==> src/rtl/sreg_pkg.sv <==
package sreg_pkg;
    typedef enum logic [1:0] {
        ST_IDLE   = 2'd0,
        ST_SHIFT  = 2'd1,
        ST_COMMIT = 2'd2,
        ST_DROP   = 2'd3
    } ldr_state_e;

    typedef enum logic [1:0] {
        TGT_NONE = 2'd0,
        TGT_CFG  = 2'd1,
        TGT_REF  = 2'd2,
        TGT_DIV  = 2'd3
    } tgt_e;

    typedef enum logic [1:0] {
        OA_LOW  = 2'b00,
        OA_HIGH = 2'b01,
        OA_SDO  = 2'b10,
        OA_BUSY = 2'b11
    } outa_mode_e;
endpackage

==> src/rtl/sreg_shift.sv <==
module sreg_shift #(
    parameter int CHAIN_W = 24,
    parameter int CNT_W   = 7
) (
    input  logic               clk,
    input  logic               rst_n,
    input  logic               sclk,
    input  logic               sdi,
    input  logic               shift_en,
    input  logic               clear,
    output logic [CHAIN_W-1:0] chain,
    output logic [CNT_W-1:0]   bit_cnt,
    output logic               sdo
);
    localparam logic [CNT_W-1:0] CNT_MAX = '1;

    logic sclk_q;
    logic take;

    assign take = shift_en && sclk && !sclk_q;

    always_ff @(posedge clk or negedge rst_n) begin
        if (!rst_n) begin
            sclk_q <= 1'b0;
        end else begin
            sclk_q <= sclk;
        end
    end

    always_ff @(posedge clk or negedge rst_n) begin
        if (!rst_n) begin
            chain   <= '0;
            bit_cnt <= '0;
            sdo     <= 1'b0;
        end else if (clear) begin
            chain   <= '0;
            bit_cnt <= '0;
            sdo     <= 1'b0;
        end else if (take) begin
            sdo   <= chain[CHAIN_W-1];
            chain <= {chain[CHAIN_W-2:0], sdi};
            if (bit_cnt != CNT_MAX) begin
                bit_cnt <= bit_cnt + 1'b1;
            end
        end
    end

    // idle clears length, chain and data out
    assert_idle_clears_R11: assert property (@(posedge clk) disable iff (!rst_n)
        clear |=> (bit_cnt == '0) && (chain == '0) && !sdo);

    // nothing moves without an enabled edge
    assert_hold_when_off_R2: assert property (@(posedge clk) disable iff (!rst_n)
        (!shift_en && !clear) |=> $stable(chain) && $stable(bit_cnt));
endmodule

==> src/rtl/sreg_fsm.sv <==
module sreg_fsm #(
    parameter int CNT_W = 7,
    parameter int CFG_W = 8,
    parameter int REF_W = 16,
    parameter int DIV_W = 24
) (
    input  logic             clk,
    input  logic             rst_n,
    input  logic             sel_n,
    input  logic [CNT_W-1:0] bit_cnt,
    output logic             shift_en,
    output logic             clear,
    output logic             busy,
    output logic             ld_cfg,
    output logic             ld_ref,
    output logic             ld_div
);
    import sreg_pkg::*;

    localparam logic [CNT_W-1:0] LEN_CFG = CNT_W'(CFG_W);
    localparam logic [CNT_W-1:0] LEN_REF = CNT_W'(REF_W);
    localparam logic [CNT_W-1:0] LEN_DIV = CNT_W'(DIV_W);

    ldr_state_e state, nxt;
    tgt_e       tgt;

    always_comb begin
        tgt = TGT_NONE;
        if (bit_cnt == LEN_CFG) begin
            tgt = TGT_CFG;
        end else if (bit_cnt == LEN_REF) begin
            tgt = TGT_REF;
        end else if (bit_cnt >= LEN_DIV && bit_cnt[2:0] == 3'b000) begin
            tgt = TGT_DIV;
        end
    end

    always_ff @(posedge clk or negedge rst_n) begin
        if (!rst_n) begin
            state <= ST_IDLE;
        end else begin
            state <= nxt;
        end
    end

    always_comb begin
        nxt = state;
        unique case (state)
            ST_IDLE:   if (!sel_n) nxt = ST_SHIFT;
            ST_SHIFT:  if (sel_n) nxt = (tgt != TGT_NONE) ? ST_COMMIT : ST_DROP;
            ST_COMMIT: nxt = ST_IDLE;
            ST_DROP:   nxt = ST_IDLE;
            default:   nxt = ST_IDLE;
        endcase
    end

    always_comb begin
        shift_en = (state == ST_SHIFT) && !sel_n;
        clear    = (state == ST_IDLE);
        busy     = (state == ST_SHIFT);
        ld_cfg   = (state == ST_COMMIT) && (tgt == TGT_CFG);
        ld_ref   = (state == ST_COMMIT) && (tgt == TGT_REF);
        ld_div   = (state == ST_COMMIT) && (tgt == TGT_DIV);
    end

    // a bad length ends without any load
    assert_bad_len_no_load_R6: assert property (@(posedge clk) disable iff (!rst_n)
        (state == ST_SHIFT && sel_n && tgt == TGT_NONE) |=> !(ld_cfg || ld_ref || ld_div));

    // at most one register targeted
    assert_single_target_R3: assert property (@(posedge clk) disable iff (!rst_n)
        $onehot0({ld_cfg, ld_ref, ld_div}));

    // no edge accepted once select is high
    assert_sel_gates_R2: assert property (@(posedge clk) disable iff (!rst_n)
        sel_n |-> !shift_en);
endmodule

==> src/rtl/sreg_bank.sv <==
module sreg_bank #(
    parameter int CFG_W = 8,
    parameter int REF_W = 16,
    parameter int DIV_W = 24
) (
    input  logic             clk,
    input  logic             rst_n,
    input  logic [DIV_W-1:0] chain,
    input  logic             ld_cfg,
    input  logic             ld_ref,
    input  logic             ld_div,
    output logic [CFG_W-1:0] cfg_q,
    output logic [REF_W-1:0] ref_q,
    output logic [DIV_W-1:0] div_q,
    output logic             cfg_stb,
    output logic             ratio_stb
);
    logic [REF_W-1:0] ref_pend;

    always_ff @(posedge clk or negedge rst_n) begin
        if (!rst_n) begin
            cfg_q     <= '0;
            ref_pend  <= '0;
            ref_q     <= '0;
            div_q     <= '0;
            cfg_stb   <= 1'b0;
            ratio_stb <= 1'b0;
        end else begin
            cfg_stb   <= ld_cfg;
            ratio_stb <= ld_div;
            if (ld_cfg) cfg_q <= chain[CFG_W-1:0];
            if (ld_ref) ref_pend <= chain[REF_W-1:0];
            if (ld_div) begin
                div_q <= chain;
                ref_q <= ref_pend;
            end
        end
    end

    // a reference write leaves the active ratio alone
    assert_ref_buffered_R4: assert property (@(posedge clk) disable iff (!rst_n)
        ld_ref |=> $stable(ref_q) && $stable(div_q) && !ratio_stb);

    // divide load carries the pending reference with it
    assert_ratio_together_R5: assert property (@(posedge clk) disable iff (!rst_n)
        ld_div |=> ratio_stb && (ref_q == $past(ref_pend)) && (div_q == $past(chain)));
endmodule

==> src/rtl/serial_reg_loader.sv <==
module serial_reg_loader #(
    parameter int CFG_W = 8,
    parameter int REF_W = 16,
    parameter int DIV_W = 24,
    parameter int CNT_W = 7
) (
    input  logic             clk,
    input  logic             rst_n,
    input  logic             sclk,
    input  logic             sdi,
    input  logic             sel_n,
    output logic             out_a,
    output logic             out_b,
    output logic             pd_sel_a,
    output logic             standby,
    output logic [CFG_W-1:0] cfg_q,
    output logic [REF_W-1:0] ref_q,
    output logic [DIV_W-1:0] div_q,
    output logic             cfg_stb,
    output logic             ratio_stb
);
    import sreg_pkg::*;

    logic [DIV_W-1:0] chain;
    logic [CNT_W-1:0] bit_cnt;
    logic             sdo, shift_en, clear, busy;
    logic             ld_cfg, ld_ref, ld_div;
    outa_mode_e       mode;

    sreg_shift #(.CHAIN_W(DIV_W), .CNT_W(CNT_W)) u_shift (
        .clk(clk), .rst_n(rst_n), .sclk(sclk), .sdi(sdi),
        .shift_en(shift_en), .clear(clear),
        .chain(chain), .bit_cnt(bit_cnt), .sdo(sdo)
    );

    sreg_fsm #(.CNT_W(CNT_W), .CFG_W(CFG_W), .REF_W(REF_W), .DIV_W(DIV_W)) u_fsm (
        .clk(clk), .rst_n(rst_n), .sel_n(sel_n), .bit_cnt(bit_cnt),
        .shift_en(shift_en), .clear(clear), .busy(busy),
        .ld_cfg(ld_cfg), .ld_ref(ld_ref), .ld_div(ld_div)
    );

    sreg_bank #(.CFG_W(CFG_W), .REF_W(REF_W), .DIV_W(DIV_W)) u_bank (
        .clk(clk), .rst_n(rst_n), .chain(chain),
        .ld_cfg(ld_cfg), .ld_ref(ld_ref), .ld_div(ld_div),
        .cfg_q(cfg_q), .ref_q(ref_q), .div_q(div_q),
        .cfg_stb(cfg_stb), .ratio_stb(ratio_stb)
    );

    assign mode     = outa_mode_e'(cfg_q[3:2]);
    assign standby  = cfg_q[0];
    assign pd_sel_a = cfg_q[1];
    assign out_b    = cfg_q[4];

    always_comb begin
        unique case (mode)
            OA_LOW:  out_a = 1'b0;
            OA_HIGH: out_a = 1'b1;
            OA_SDO:  out_a = sdo;
            OA_BUSY: out_a = busy;
            default: out_a = 1'b0;
        endcase
    end

    // data-out mode is silent while idle
    assert_sdo_idle_low_R9: assert property (@(posedge clk) disable iff (!rst_n)
        (mode == OA_SDO && clear && $past(clear)) |-> !out_a);
endmodule

==> config.mk <==
export PLATFORM = sky130hd
export DESIGN_NAME = serial_reg_loader
export DESIGN_NICKNAME = d
export VERILOG_FILES = /design/src/rtl/sreg_pkg.sv /design/src/rtl/sreg_shift.sv /design/src/rtl/sreg_fsm.sv /design/src/rtl/sreg_bank.sv /design/src/rtl/serial_reg_loader.sv
export SDC_FILE = /design/constraint.sdc
export NUM_CORES = 1
export LEC_CHECK = 0
export ABC_AREA = 0
export BUFFER_PORTS_ARGS = -buffer_cell sky130_fd_sc_hd__buf_2
export CAP_MARGIN = 30
export CORE_AREA = 2 2 112 114
export CTS_BUF_LIST = sky130_fd_sc_hd__clkbuf_2 sky130_fd_sc_hd__clkbuf_4 sky130_fd_sc_hd__clkbuf_8
export CTS_CLUSTER_DIAMETER = 30
export DETAILED_ROUTE_END_ITERATION = 7
export DIE_AREA = 0 0 114 116
export PLACE_DENSITY = 0.52
export SETUP_SLACK_MARGIN = 0.4
export SKIP_CTS_REPAIR_TIMING = 1
export SYNTH_ARGS = -nofsm -noshare
export SYNTH_HDL_FRONTEND = slang
export SYNTH_SLANG_ARGS = --single-unit
==> constraint.sdc <==
create_clock -name clk -period 2.3 [get_ports clk]
set_input_delay 0.115 -clock clk [delete_from_list [all_inputs] [get_ports clk]]
set_output_delay 0.115 -clock clk [all_outputs]
set_load 0.01 [all_outputs]
; ---- Yosys cells after proc, flatten, opt, wreduce, memory -nomap -nowiden
; Cells that the tools add are included.
[classes]
n_addsub = 1
n_lt_le_gt_ge = 1
n_eq_ne = 14
mux = 15
n_reduce_logical = 18
[ops]
columns = operator, n
row1 = 2-to-1 mux 24 bit, 2
row2 = 2-to-1 mux 7 bit, 3
row3 = == test 2 bit (second input constant), 6
row4 = 2-to-1 mux 2 bit, 5
row5 = adder 7 x 1 -> 7 bit (second input constant), 1
row6 = == test 7 x 4 -> 1 bit (second input constant), 1
row7 = == test 7 x 5 -> 1 bit (second input constant), 1
row8 = greater-or-equal comparator 7 x 5 -> 1 bit (second input constant), 1
row9 = logical AND 1 bit, 7
row10 = inequality test 7 bit (second input constant), 1
row11 = == test 2 x 1 -> 1 bit (second input constant), 3
row12 = case mux 2 bit (3 select lines), 1
row13 = nonzero test 2 bit, 3
row14 = logical NOT 2 bit, 2
row15 = inequality test 2 bit (second input constant), 2
row16 = case mux 1 bit (4 select lines), 1
row17 = AND reduction 2 bit, 2
row18 = logical NOT 3 bit, 1
row19 = 2-to-1 mux 1 bit, 3
row20 = logical NOT 1 bit, 2
row21 = OR reduction 2 bit, 1
[word_totals]
reg_bits = 101
output_inout_bits = 54

; ---- Longest topological paths before layout
[logic_depth]
depth_word = 9
ltp_mapped = 7
mapped_depth_nobuf = 6

; ---- Modules after synthesis
; A second synthesis with hierarchy kept.
[hier_totals]
hier_cells = 257
hier_area_um2 = 3986.3
[by_module_without_submodules]
columns = module, n_inst, cells_each, area_each_um2
row1 = sreg_bank, 1, 137, 2483.6
row2 = sreg_shift, 1, 95, 1307.5
row3 = sreg_fsm, 1, 19, 157.7
row4 = serial_reg_loader, 1, 6, 37.5

; ---- Worst setup path after synthesis
; No wires, ideal clock.
[synth_path]
path_kind = reg2reg
start = register u_shift.bit_cnt[0]
end = register u_bank.ref_pend[10]
setup_ns = 0.125
t_arrival_ns = 1.577
path_slack_ns = 0.598
stages_incl_launch_ff = 8
path_buffers = 1
synth_period_minus_slack_ns = 1.702
path_cell_list = dfrtp_1 -> inv_1 -> ha_1 -> nand4bb_4 -> nor3_4 -> nand3b_4 -> buf_6 -> mux2_4
[synth_between]
elab_chain_len = 7
elab_cells_between_ends = 10
[synth_lines]
columns = element, line
row1 = from (decl), sreg_shift.sv:12  ; output logic [CNT_W-1:0] bit_cnt,
row2 = from (signal assigned), sreg_shift.sv:43  ; bit_cnt <= bit_cnt + 1'b1;
row3 = greater-or-equal comparator 7 x 5 -> 1 bit or logical NOT 3 bit (tied branches), sreg_fsm.sv:33  ; end else if (bit_cnt >= LEN_DIV && bit_cnt[2:0] == 3'b000) begin
row4 = logical AND 1 bit, sreg_fsm.sv:33
row5 = 2-to-1 mux 2 bit, sreg_fsm.sv:33
row6 = 2-to-1 mux 2 bit, sreg_fsm.sv:31  ; end else if (bit_cnt == LEN_REF) begin
row7 = 2-to-1 mux 2 bit (*), sreg_fsm.sv:29  ; if (bit_cnt == LEN_CFG) begin
row8 = == test 2 bit (*), sreg_fsm.sv:62  ; ld_ref = (state == ST_COMMIT) && (tgt == TGT_REF);
row9 = logical AND 1 bit (*), sreg_fsm.sv:62
row10 = to (signal assigned), sreg_bank.sv:32  ; if (ld_ref) ref_pend <= chain[REF_W-1:0];
row11 = to (decl), sreg_bank.sv:18  ; logic [REF_W-1:0] ref_pend;
; Every way passes the cells marked *; elsewhere a longest branch is shown, timed or not.
; A chain may end at the register's enable or synchronous reset.

; ---- Worst setup path in the final report
[layout_path]
start = register u_shift.bit_cnt[0]
end = register u_bank.ref_pend[14]
; The elaborated chain is that of the path after synthesis.

==> results.toml <==
[floorplan]
fp.dieW_um = 114
rows = 40
die_y_um = 116
core_sq_um = 11900
io_pins = 59
dieArea_sq_um = 13200
initial_utilization = 0.343

[critical_path]
crit_arrival_ns = 2.06
regToRegSetupSlack_ns = 0.50
crit_path_max_fanout = 13
r2r-start = "u_shift.bit_cnt[0]"
start_kind = "flip-flop"
r2r.worst_path.cells = 7
regToRegEndpoint = "u_bank.ref_pend[14]"
required_ns = 2.57
critical_path_class = "flip-flop to flip-flop"
critPathCaptureType = "flip-flop"

[placed_design]
gp_congestion = 0.728
dp_hpwl_mm = 5.08
port_buffers = 58

[sta]
rsz0062_at_grt = "yes"
maxSlewViolCount = 0
hold_slack_ns = -0.140
hold_viol_final = 1
setup_violations = 0
final.setup.tns_ns = 0
fin_crit_ns = 1.80
period_share = 0.781
fmax_mhz = 556
clock_skew_ns = 0.0134
worstMarginPinSlew_ns = 0.562
slew_headroom = 0.626

[clock_network]
clk_transition_reported_paths_ns = 0.09
cts_num_sinks = 101
tritoncts = "done"
cts-buffers-inserted = 9
cts_root_buf = "clkbuf_8"
cts_max_path_buffers = 2
clk_latency_ns = 0.38
cts_htree_levels = 3

[power_and_ir_drop]
leakagePower_nw = 2.66
p_total_w = 0.00313
power_density_nw_per_um2 = 652
ir_drop_uv = 302

[detailed_routing]
vias = 2506
routed_wl_mm = 7.79
vias_per_cell = 4.74
wl_per_cell_um = 14.7
postRouteAntennaNets = 0
drt-pass1-iter-count = 4
drt_iter0_drc = 107
drc = 0

[outcome]
violations = "negative hold slack"
status = "complete, but fails checks"

[global_route]
grt_max_degree = 45
antenna_found_initial = 0
grt_pass1_wl_mm = 13.1
grt_remaining_overflow = 0
grt_util_all_layers = 0.128
grt_pass1_vias = 2399

[layout]
diodes = 0
final_util = 0.403
finalNetCount = 384
layout-drive-gt1-share = 0.403
final_common_cell = "dfrtp_1"
area_growth_pct = 17.5
final_cell_mix = "dfrtp_1, buf_2, nand2_1"

[synth]
syn_inst = 314
synth-main-ff-cell = "dfrtp_1"
ys_seq_elements = 101
synth.distinct_cells = 38
synth_seq_area_share = 0.619
synth-async-reset-ratio = 1.00
syn_nets = 321
netlist_area_sq_um = 4080
yosysTopAreaCellShare = 0.619
synthTopCellsByArea = "dfrtp_1, mux2_2, nand2_1, mux2_4, nand3_1"
synth-edff-count = 0
ys_warn_count = 0
yosysTopAreaCell = "dfrtp_1"
avgSynthCellArea_sq_um = 13.0

[hold_path]
holdPathStages = 1
worst_hold_path_type = "primary input to flip-flop"
holdPathEnd = "u_shift.sclk_q"
hold_path.startpoint = "sclk"

[run]
cap_violations = 0
## layout make-up
type,count,area (sq um)
Fill cell,1161,7110
Sequential cell,101,2530
Multi-Input combinational cell,189,1460
Timing Repair Buffer,71,435
Tap cell,147,184
Clock buffer,10,131
Clock inverter,6,46.3
Inverter,5,18.8
## stage by stage
stage	instance area, sq um	cells	hold slack (ns)	setup slack, ns
floorplan	4080	314	-0.181	0.598
global placement	4550	508	0.114	0.439
detailed placement	4550	508	0.123	0.396
CTS	4730	524	-0.311	0.390
global route	4800	529	-0.158	0.376
finish	4800	529	-0.140	0.503
## cells in the mapped netlist, drive strengths merged (2+ instances only)
library cell / count
a21oi: 5
buf: 17
clkbuf: 2
dfrtp: 101
ha: 2
inv: 5
mux2: 64
nand2: 54
nand2b: 4
nand3: 30
nand3b: 2
nor2: 5
o21ai: 3
o311ai: 2
o41ai: 2
or2: 2
## where the power goes
part	internal, W	switching, W	leakage (nW)
sequential	0.00180	0.0000349	1.40
combinational	0.0000711	0.000173	1.17
clock	0.000413	0.000635	0.0867
## kinds of logic (layout without fill, tap and decap cells)
logic type	after synthesis	after routing	share of synthesized area
multiplexers	64	64	0.186
flip-flops	101	101	0.619
buffers and inverters	24	92	0.0297
adder cells (fa/ha/maj)	2	2	0.00613
AND/OR/NAND/NOR	106	106	0.130
AO/OA/AOI/OAI	17	17	0.0291
## registers in the layout (all words and copies together), names as in the netlist
signal and cells:
u_bank.cfg_q 8, u_bank.cfg_stb 1, u_bank.div_q 24, u_bank.ratio_stb 1
u_bank.ref_pend 16, u_bank.ref_q 16, u_fsm.state 2, u_shift.bit_cnt 7
u_shift.chain 24, u_shift.sclk_q 1, u_shift.sdo 1
## routing by layer
layer / vias up / part of all wire / routed length (um) / track usage
li1: 1207 / - / - / -
met3: 5 / 0.042 / 328 / 0.0450
met4: 0 / 0.011 / 87 / 0.0366
met2: 44 / 0.46 / 3570 / 0.190
met5: - / 0 / 0 / 0
met1: 1250 / 0.49 / 3810 / 0.179
## how the worst max path moves through the flow
stage	startpoint	end	slack [ns]	cells after the start
detailed placement	u_shift.bit_cnt[0]	u_bank.ref_pend[12]	0.40	6
global placement	u_shift.bit_cnt[0]	u_bank.ref_pend[12]	0.44	6
floorplan	u_shift.bit_cnt[0]	u_bank.ref_pend[10]	0.60	7
CTS	u_shift.bit_cnt[0]	u_bank.ref_pend[15]	0.39	6
global route	u_fsm.state[1]	u_shift.bit_cnt[5]	0.38	4
finish	u_shift.bit_cnt[0]	u_bank.ref_pend[14]	0.50	7
## critical path, stage by stage (launching register included)
cell and delay [ns]:
dfrtp_1 0.41, inv_1 0.08, ha_1 0.21, nand4bb_4 0.16
nor3_4 0.23, nand3b_4 0.12, buf_12 0.17, mux2_4 0.29
Power figures use the tool's default switching activity.
